==> config.mk <==
export PLATFORM = sky130hd
export DESIGN_NAME = alu5_top
export DESIGN_NICKNAME = d
export VERILOG_FILES = /design/src/rtl/alu5_pkg.sv /design/src/rtl/alu5_ctrl.sv /design/src/rtl/alu5_slice.sv /design/src/rtl/alu5_top.sv
export SDC_FILE = /design/constraint.sdc
export NUM_CORES = 1
export LEC_CHECK = 0
export BUFFER_PORTS_ARGS = -buffer_cell sky130_fd_sc_hd__buf_2
export CAP_MARGIN = 10
export CORE_MARGIN = 5
export CORE_UTILIZATION = 32
export DETAILED_ROUTE_END_ITERATION = 12
export GPL_TIMING_DRIVEN = 1
export SYNTH_ARGS = -nofsm -noshare
export SYNTH_HDL_FRONTEND = slang
export SYNTH_SLANG_ARGS = --single-unit
export TNS_END_PERCENT = 10
==> constraint.sdc <==
create_clock -name vclk -period 4.2
set_input_delay 0 -clock vclk [all_inputs]
set_output_delay 0 -clock vclk [all_outputs]
set_load 0.1 [all_outputs]
==> src/rtl/alu5_pkg.sv <==
package alu5_pkg;
  typedef struct packed {
    logic op0;
    logic op1;
    logic op2;
    logic sub;
  } alu_sel_t;

  typedef enum logic [1:0] {
    TAP_AND_NOT_A = 2'b00,
    TAP_AND_NOT_B = 2'b01,
    TAP_SUM       = 2'b10,
    TAP_OR        = 2'b11
  } tap_sel_e;
endpackage

==> src/rtl/alu5_ctrl.sv <==
module alu5_ctrl
  import alu5_pkg::*;
(
  input  logic     op0_i,
  input  logic     op1_i,
  input  logic     sub_i,
  output alu_sel_t sel_o,
  output logic     cin_o,
  output logic     cout_en_o
);
  always_comb begin
    sel_o.op0 = op0_i;
    sel_o.op1 = op1_i;
    sel_o.op2 = op0_i | op1_i;  // forcing mux passes B only for AND
    sel_o.sub = sub_i;
  end

  assign cin_o     = sub_i;
  assign cout_en_o = op1_i & ~op0_i;  // sum tap selected
endmodule

==> src/rtl/alu5_slice.sv <==
module alu5_slice
  import alu5_pkg::*;
(
  input  logic     a_i,
  input  logic     b_i,
  input  logic     c_i,
  input  alu_sel_t sel_i,
  output logic     r_o,
  output logic     c_o
);
  logic bx, bf, g_ab, ra, rb, rc;
  logic na, nb;
  logic n1, n2, n3, h, n5, n6, n7;

  assign bx = sel_i.sub ? ~b_i : b_i;

  // RA: shared NAND, B forced high by op2 -> inverter for NOT
  assign bf   = sel_i.op2 ? 1'b1 : bx;
  assign g_ab = ~(a_i & bf);
  assign ra   = sel_i.op0 ? g_ab : ~g_ab;

  // RB: op0 turns input NANDs into inverters, OR by De Morgan
  assign na = ~(a_i & sel_i.op0);
  assign nb = ~(b_i & sel_i.op0);
  assign rb = ~(na & nb);

  // RC: nine-NAND full adder
  assign n1  = ~(a_i & bx);
  assign n2  = ~(a_i & n1);
  assign n3  = ~(bx & n1);
  assign h   = ~(n2 & n3);
  assign n5  = ~(h & c_i);
  assign n6  = ~(h & n5);
  assign n7  = ~(c_i & n5);
  assign rc  = ~(n6 & n7);
  assign c_o = ~(n1 & n5);

  always_comb begin
    unique case (tap_sel_e'({sel_i.op1, sel_i.op0}))
      TAP_AND_NOT_A: r_o = ra;
      TAP_AND_NOT_B: r_o = ra;
      TAP_SUM:       r_o = rc;
      default:       r_o = rb;
    endcase
  end
endmodule

==> src/rtl/alu5_top.sv <==
module alu5_top
  import alu5_pkg::*;
#(
  parameter int WIDTH = 8
) (
  input  logic [WIDTH-1:0] a_i,
  input  logic [WIDTH-1:0] b_i,
  input  logic             op0_i,
  input  logic             op1_i,
  input  logic             sub_i,
  output logic [WIDTH-1:0] result_o,
  output logic             carry_o
);
  localparam int CW = WIDTH + 1;

  alu_sel_t      sel;
  logic          cin, cout_en;
  logic [CW-1:0] chain;

  alu5_ctrl u_ctrl (
    .op0_i    (op0_i),
    .op1_i    (op1_i),
    .sub_i    (sub_i),
    .sel_o    (sel),
    .cin_o    (cin),
    .cout_en_o(cout_en)
  );

  assign chain[0] = cin;

  for (genvar i = 0; i < WIDTH; i++) begin : g_slice
    alu5_slice u_slice (
      .a_i  (a_i[i]),
      .b_i  (b_i[i]),
      .c_i  (chain[i]),
      .sel_i(sel),
      .r_o  (result_o[i]),
      .c_o  (chain[i+1])
    );
  end

  assign carry_o = cout_en & chain[WIDTH];

  logic [CW-1:0] ref_add, ref_sub;
  assign ref_add = {1'b0, a_i} + {1'b0, b_i};
  assign ref_sub = {1'b0, a_i} + {1'b0, ~b_i} + CW'(1);

  always_comb begin
    if ({op0_i, op1_i, sub_i} == 3'b010)
      assert_add_R1: assert ({carry_o, result_o} == ref_add);
    if ({op0_i, op1_i, sub_i} == 3'b011)
      assert_sub_R2: assert ({carry_o, result_o} == ref_sub);
    if ({op0_i, op1_i, sub_i} == 3'b000)
      assert_and_R3: assert (result_o == (a_i & b_i) && !carry_o);
    if ({op0_i, op1_i, sub_i} == 3'b110)
      assert_or_R4: assert (result_o == (a_i | b_i) && !carry_o);
    if ({op0_i, op1_i} == 2'b10)
      assert_not_R5_R6: assert (result_o == ~a_i && !carry_o);
  end
endmodule

==> results of run 1 <==
Yosys cell counts (all sizes together):
cell,instances
buf,12
fa,7
nand2b,7
nand3b,7
nor2b,7
xor2,7
a22oi,5
o22ai,5
o21ai,3
a21oi,2
a32oi,2
inv,2
nor2,2
a31o,1
and2,1
clkbuf,1
mux2,1
mux2i,1
o21bai,1
path summary, 6_finish.rpt:
| kind | from | end | slack [ns] | cells after the start |
|---|---|---|---|---|
| worst max-delay path | sub_i | result_o[7] | 0.31 | 12 |
| worst min-delay path | a_i[7] | result_o[7] | 0.46 | 4 |
final cells by class:
cell class | instances | area [sq um]
inverters | 2 | 7.507
well taps | 25 | 31.28
repair buffers | 28 | 155.1
multi-input cells | 59 | 504.2
fillers | 203 | 1066
cell usage in the layout (no fill, tap or decap):
cell type | Yosys | final
nand3b_1 | 7 | 7
o21ai_0 | 3 | 3
fa_1 | 7 | 7
and2_1 | 1 | 1
nor2b_1 | 7 | 7
xor2_1 | 7 | 7
inv_1 | 2 | 2
a21oi_1 | 2 | 2
mux2i_1 | 1 | 1
buf_2 | 1 | 27
nor2_1 | 2 | 2
a22oi_1 | 5 | 5
nand2b_1 | 7 | 7
buf_12 | 0 | 1
a32oi_1 | 2 | 2
o21bai_1 | 1 | 1
o22ai_1 | 5 | 5
a31o_1 | 1 | 1
mux2_2 | 1 | 1
layer usage:
layer	wire length, um	track usage (%)
met5	0	0
met4	0	0
met3	64	0.2770
met2	604	17.35
met1	539	11.26
per-stage QoR:
| stage | setup WS [ns] | total power [mW] | utilization (%) | instance area (sq um) | std cells |
|---|---|---|---|---|---|
| floorplan | 0.5319 | 0.1497 | - | 608.1 | 74 |
| global placement | 0.2979 | 0.1676 | 39.57 | 698.2 | 114 |
| detailed placement | 0.3065 | 0.1697 | 39.57 | 698.2 | 114 |
| CTS | 0.2868 | 0.1702 | 39.57 | 698.2 | 114 |
| global route | 0.1280 | 0.1825 | 39.57 | 698.2 | 114 |
| finish | 0.3143 | 0.1685 | 39.57 | 698.2 | 114 |
cells by family (layout without fill, tap and decap cells):
family                   count (synthesis)  after routing
AO/OA/AOI/OAI                           19             19
buffers and inverters                   15             30
XOR/XNOR                                 7              7
adder cells (fa/ha/maj)                  7              7
AND/OR/NAND/NOR                         24             24
multiplexers                             2              2
power breakdown:
group / switching, mW / total, mW / internal [mW]
Sequential: 0 / 0 / 0
Combinational: 0.121 / 0.168 / 0.0470
Clock: 0 / 0 / 0
Total: 0.121 / 0.168 / 0.0470
tightest hold or removal path: stages:
cell and delay [ns]:
buf_2 0.12, nand3b_1 0.08, a32oi_1 0.08, buf_12 0.18
==> impl_metrics.env, run 1 <==
export IMPL_grt_max_degree=27
export IMPL_hold_path_class="in -> out"
export IMPL_cap_violations=0
export IMPL_cp_start_kind="input pin"
export IMPL_synth_area_leaders="fa_1, buf_4, xor2_1"
export IMPL_fin_crit_sh_pct=92.52
export IMPL_drt_pass1_iterations=3
export IMPL_grt_overflow=0
export IMPL_synth_seq_area_share_pct=0
export IMPL_portBuffers=28
export IMPL_slowest_stage="fa_1"
export IMPL_die_area_sq_mm=0.002872
export IMPL_ios=28
export IMPL_core_area_sq_mm=0.001764
export IMPL_grt_pass1_vias=526
export IMPL_drive_gt1_share_pct=32.58
export IMPL_crit_path_frequent_cell="fa_1"
export IMPL_status="finished, final reports clean"
export IMPL_max_freq_ghz=0.2574
export IMPL_drt_iter0_drc=9
export IMPL_vias=539
export IMPL_die_width_um=53.59
export IMPL_syn_avg_cell_area_sq_um=8.217
export IMPL_nNetsFinal=117
export IMPL_grt_usage_pct=8.849
export IMPL_grt_pass1_wl_um=2042
export IMPL_hold_viol=0
export IMPL_initial_core_util_pct=34.47
export IMPL_drtAntennaViolNets=0
export IMPL_drt_wl_total_um=1208
export IMPL_place_congestion=0.6032
export IMPL_cts_resized=0
export IMPL_cp_top_family="adder cells"
export IMPL_syn2layout_area_growth_pct=14.81
export IMPL_min_period_ns=3.886
export IMPL_worstSetupEndpointType="output port"
export IMPL_synthMuxAreaShare_pct=3.498
export IMPL_synth_cell_types=21
export IMPL_power_leakage_nw=0.2988
export IMPL_seqCellArea_sq_um=0
export IMPL_synth_xor_area_share_pct=10.08
export IMPL_wl_per_cell_um=10.60
export IMPL_synth_compound_area_share_pct=20.99
export IMPL_synth_top_family_by_area="simple AND/OR/NAND/NOR gates"
export IMPL_synthCells=74
export IMPL_ir_drop_mv=0.1103
export IMPL_path_cells="buf_2 > mux2_2 > fa_1 > fa_1 > fa_1 > fa_1 > fa_1 > fa_1 > fa_1 > nand2b_1 > a32oi_1 > buf_12"
export IMPL_yosys_area_share_adder_pct=23.05
export IMPL_arrival_ns=3.89
export IMPL_required_ns=4.20
export IMPL_grt_antenna_before_repair=0
export IMPL_cts_hold_buffers_added=0
export IMPL_setup_tns_ns=0
export IMPL_worst_pin_slew_ns=0.4873
export IMPL_die_h_um=53.59
export IMPL_rsz0062_at_grt="false"
export IMPL_crit_type="in -> out"
export IMPL_maxSlewHeadroom_pct=67.74
export IMPL_hpwlAfterDp_um=1008
export IMPL_yosysWarningCount=0
export IMPL_via_per_inst=4.728
export IMPL_synth_simple_area_share_pct=25.31
export IMPL_antenna_cells=0
export IMPL_slowest_delay_ns=0.49
export IMPL_synth_top_area_share_pct=23.05
export IMPL_std_cell_rows=15
export IMPL_nClkBuffers=0
export IMPL_synth_top_area_cell="fa_1"
export IMPL_powerDensity_mw_per_mm2=241.3
export IMPL_drc=0
export IMPL_seq_cell_count=0
export IMPL_post_cts_repair_setup_buffers=0
export IMPL_syn_cell_area_sq_um=608.1
export IMPL_path_max_fanout=10
export IMPL_maxSlewViolCount=0
export IMPL_synthesis_nets=100
export IMPL_whs_ns=0.4647
export IMPL_setup_viol=0
export IMPL_cp_num_buf_inv=2
No activity file was read; power rests on OpenSTA's default activity.
==> run 2: changes to the inputs <==
--- a/config.mk
+++ b/config.mk
@@ -5,12 +5,14 @@
 export SDC_FILE = /design/constraint.sdc
 export NUM_CORES = 1
 export LEC_CHECK = 0
+export ABC_AREA = 1
 export BUFFER_PORTS_ARGS = -buffer_cell sky130_fd_sc_hd__buf_2
 export CAP_MARGIN = 10
 export CORE_MARGIN = 5
 export CORE_UTILIZATION = 32
 export DETAILED_ROUTE_END_ITERATION = 12
 export GPL_TIMING_DRIVEN = 1
+export SLEW_MARGIN = 30
 export SYNTH_ARGS = -nofsm -noshare
 export SYNTH_HDL_FRONTEND = slang
 export SYNTH_SLANG_ARGS = --single-unit
==> impl_metrics.env, run 2 <==
export IMPL_worst_hold_startpoint="op1_i"
export IMPL_synthCells=126
export IMPL_synthMostInstantiatedCell="nand2_1"
export IMPL_synth_top_family_by_area="simple AND/OR/NAND/NOR gates"
export IMPL_synthesis_nets=152
export IMPL_ir_drop_mv=0.07564
export IMPL_arrival_ns=3.78
export IMPL_wl_per_cell_um=10.89
export IMPL_antenna_cells=0
export IMPL_required_ns=4.20
export IMPL_final_core_util_pct=37.12
export IMPL_portBuffers=28
export IMPL_min_to="result_o[0]"
export IMPL_grt_pass1_wl_um=3201
export IMPL_syn_cell_area_sq_um=720.7
export IMPL_slowest_stage="fa_1"
export IMPL_drt_pass1_iterations=4
export IMPL_rsz0062_at_grt="false"
export IMPL_path_max_fanout=9
export IMPL_hpwlAfterDp_um=1508
export IMPL_syn2layout_area_growth_pct=12.85
export IMPL_drt_iter0_drc=25
export IMPL_yosys_area_share_adder_pct=19.44
export IMPL_cap_violations=0
export IMPL_synth_cell_types=16
export IMPL_cts_resized=0
export IMPL_final_common_cell="nand2_1"
export IMPL_grt_pass1_vias=774
export IMPL_powerDensity_mw_per_mm2=217.3
export IMPL_die_h_um=57.46
export IMPL_synth_seq_area_share_pct=0
export IMPL_synth_top_area_cell="nand2_1"
export IMPL_cp_start_kind="input pin"
export IMPL_post_cts_repair_setup_buffers=0
export IMPL_std_cell_rows=17
export IMPL_power_leakage_nw=0.4792
export IMPL_synthMuxAreaShare_pct=0
export IMPL_maxSlewHeadroom_pct=67.69
export IMPL_nClkBuffers=0
export IMPL_synth_xor_area_share_pct=0
export IMPL_status="finished, final reports clean"
export IMPL_drt_wl_total_um=1862
export IMPL_holdPathStages=5
export IMPL_die_width_um=57.46
export IMPL_seq_cell_count=0
export IMPL_hold_path_class="in -> out"
export IMPL_setup_viol=0
export IMPL_initial_core_util_pct=32.90
export IMPL_grt_max_degree=19
export IMPL_setup_tns_ns=0
export IMPL_yosysWarningCount=0
export IMPL_fin_crit_sh_pct=90.12
export IMPL_via_per_inst=4.661
export IMPL_grt_overflow=0
export IMPL_grt_usage_pct=11.62
export IMPL_core_area_sq_mm=0.002191
export IMPL_seqCellArea_sq_um=0
export IMPL_max_freq_ghz=0.2642
export IMPL_final_area_sq_um=813.3
export IMPL_grt_antenna_before_repair=0
export IMPL_worst_pin_slew_ns=0.4880
export IMPL_synth_common_cells="nand2_1, inv_1, a21oi_1, buf_4, nand3_1"
export IMPL_slowest_delay_ns=0.44
export IMPL_min_period_ns=3.785
export IMPL_cts_hold_buffers_added=0
export IMPL_drive_gt1_share_pct=22.38
export IMPL_synth_top_area_share_pct=25.00
export IMPL_maxSlewViolCount=0
export IMPL_drtAntennaViolNets=0
export IMPL_path_cells="buf_2 > inv_2 > nand2_1 > and2_1 > fa_1 > fa_1 > fa_1 > fa_1 > fa_1 > fa_1 > fa_1 > a21oi_1 > nand2_1 > buf_12"
export IMPL_synth_simple_area_share_pct=45.14
export IMPL_die_area_sq_mm=0.003301
export IMPL_nNetsFinal=171
export IMPL_hold_viol=0
export IMPL_syn_avg_cell_area_sq_um=5.720
export IMPL_crit_path_frequent_cell="fa_1"
export IMPL_synth_area_leaders="nand2_1, fa_1, a21oi_1"
export IMPL_drc=0
export IMPL_ios=28
export IMPL_synth_compound_area_share_pct=12.50
export IMPL_worstSetupEndpointType="output port"
export IMPL_placed_area_sq_um=813.3
export IMPL_vias=797
export IMPL_most_common_layout_cells="nand2_1, buf_2, inv_1, a21oi_1, nand3_1"
export IMPL_place_congestion=0.7906
export IMPL_crit_type="in -> out"
export IMPL_power_mw=0.1767
[run 2: changes by cell type in the layout (fill, tap and decap cells not counted), moves of 4 or more]
cell and change:
nor2_1 +4, and2_1 +6, a22oi_1 -5, nor2b_1 -7
nand3_1 +8, nand3b_1 -7, nand2b_1 -7, o22ai_1 -5
inv_1 +15, a21oi_1 +13, nand2_1 +48, xor2_1 -7
[run 2: cell families after synthesis]
family	Yosys count
AOI/OAI and AO/OA	17
adders and majority gates	7
buffers and inverters	29
and+or+nand+nor	73
[run 2: per-layer routing]
metal	global-route usage, %	part of all wire [%]
met5	0	0
met2	23.55	53
met3	1.131	4.3
met4	0.6623	0.54
met1	13.34	42
[run 2: cell type report]
type,count,area [sq um]
multi-input cells,97,555.5
well taps,28,35.03
fillers,252,1378
inverters,18,67.56
repair buffers,28,155.1
[run 2: critical path, delay by kind of cell]
family | cells | cell delay (ns)
AO/OA/AOI/OAI | 1 | 0.13
AND/OR/NAND/NOR | 3 | 0.36
adder cells (fa/ha/maj) | 7 | 2.79
buffers and inverters | 3 | 0.50
[run 2: per-stage QoR]
stage          instances  hold WS, ns  setup slack [ns]
2_1_floorplan        126       0.3265            0.6251
3_3_place_gp         171       0.5258            0.4769
3_5_place_dp         171       0.5364            0.4057
4_1_cts              171       0.5397            0.4033
5_1_grt              171       0.5845            0.2817
6_report             171       0.5423            0.4151
[run 2: how the worst max path moves through the flow]
stage	startpoint	endpoint	slack, ns	cells past startpoint
after CTS	sub_i	result_o[7]	0.40	14
after detailed placement	sub_i	result_o[7]	0.41	14
after global placement	sub_i	result_o[7]	0.48	14
after floorplan	sub_i	result_o[7]	0.63	14
after global routing	sub_i	result_o[7]	0.28	14
final	sub_i	result_o[7]	0.42	14
[run 2: report_power, final]
| group | leakage (nW) | total (mW) | switching [mW] | internal (mW) |
|---|---|---|---|---|
| sequential | 0 | 0 | 0 | 0 |
| clock | 0 | 0 | 0 | 0 |
| combinational | 0.479 | 0.177 | 0.132 | 0.0442 |
| total | 0.479 | 0.177 | 0.132 | 0.0442 |
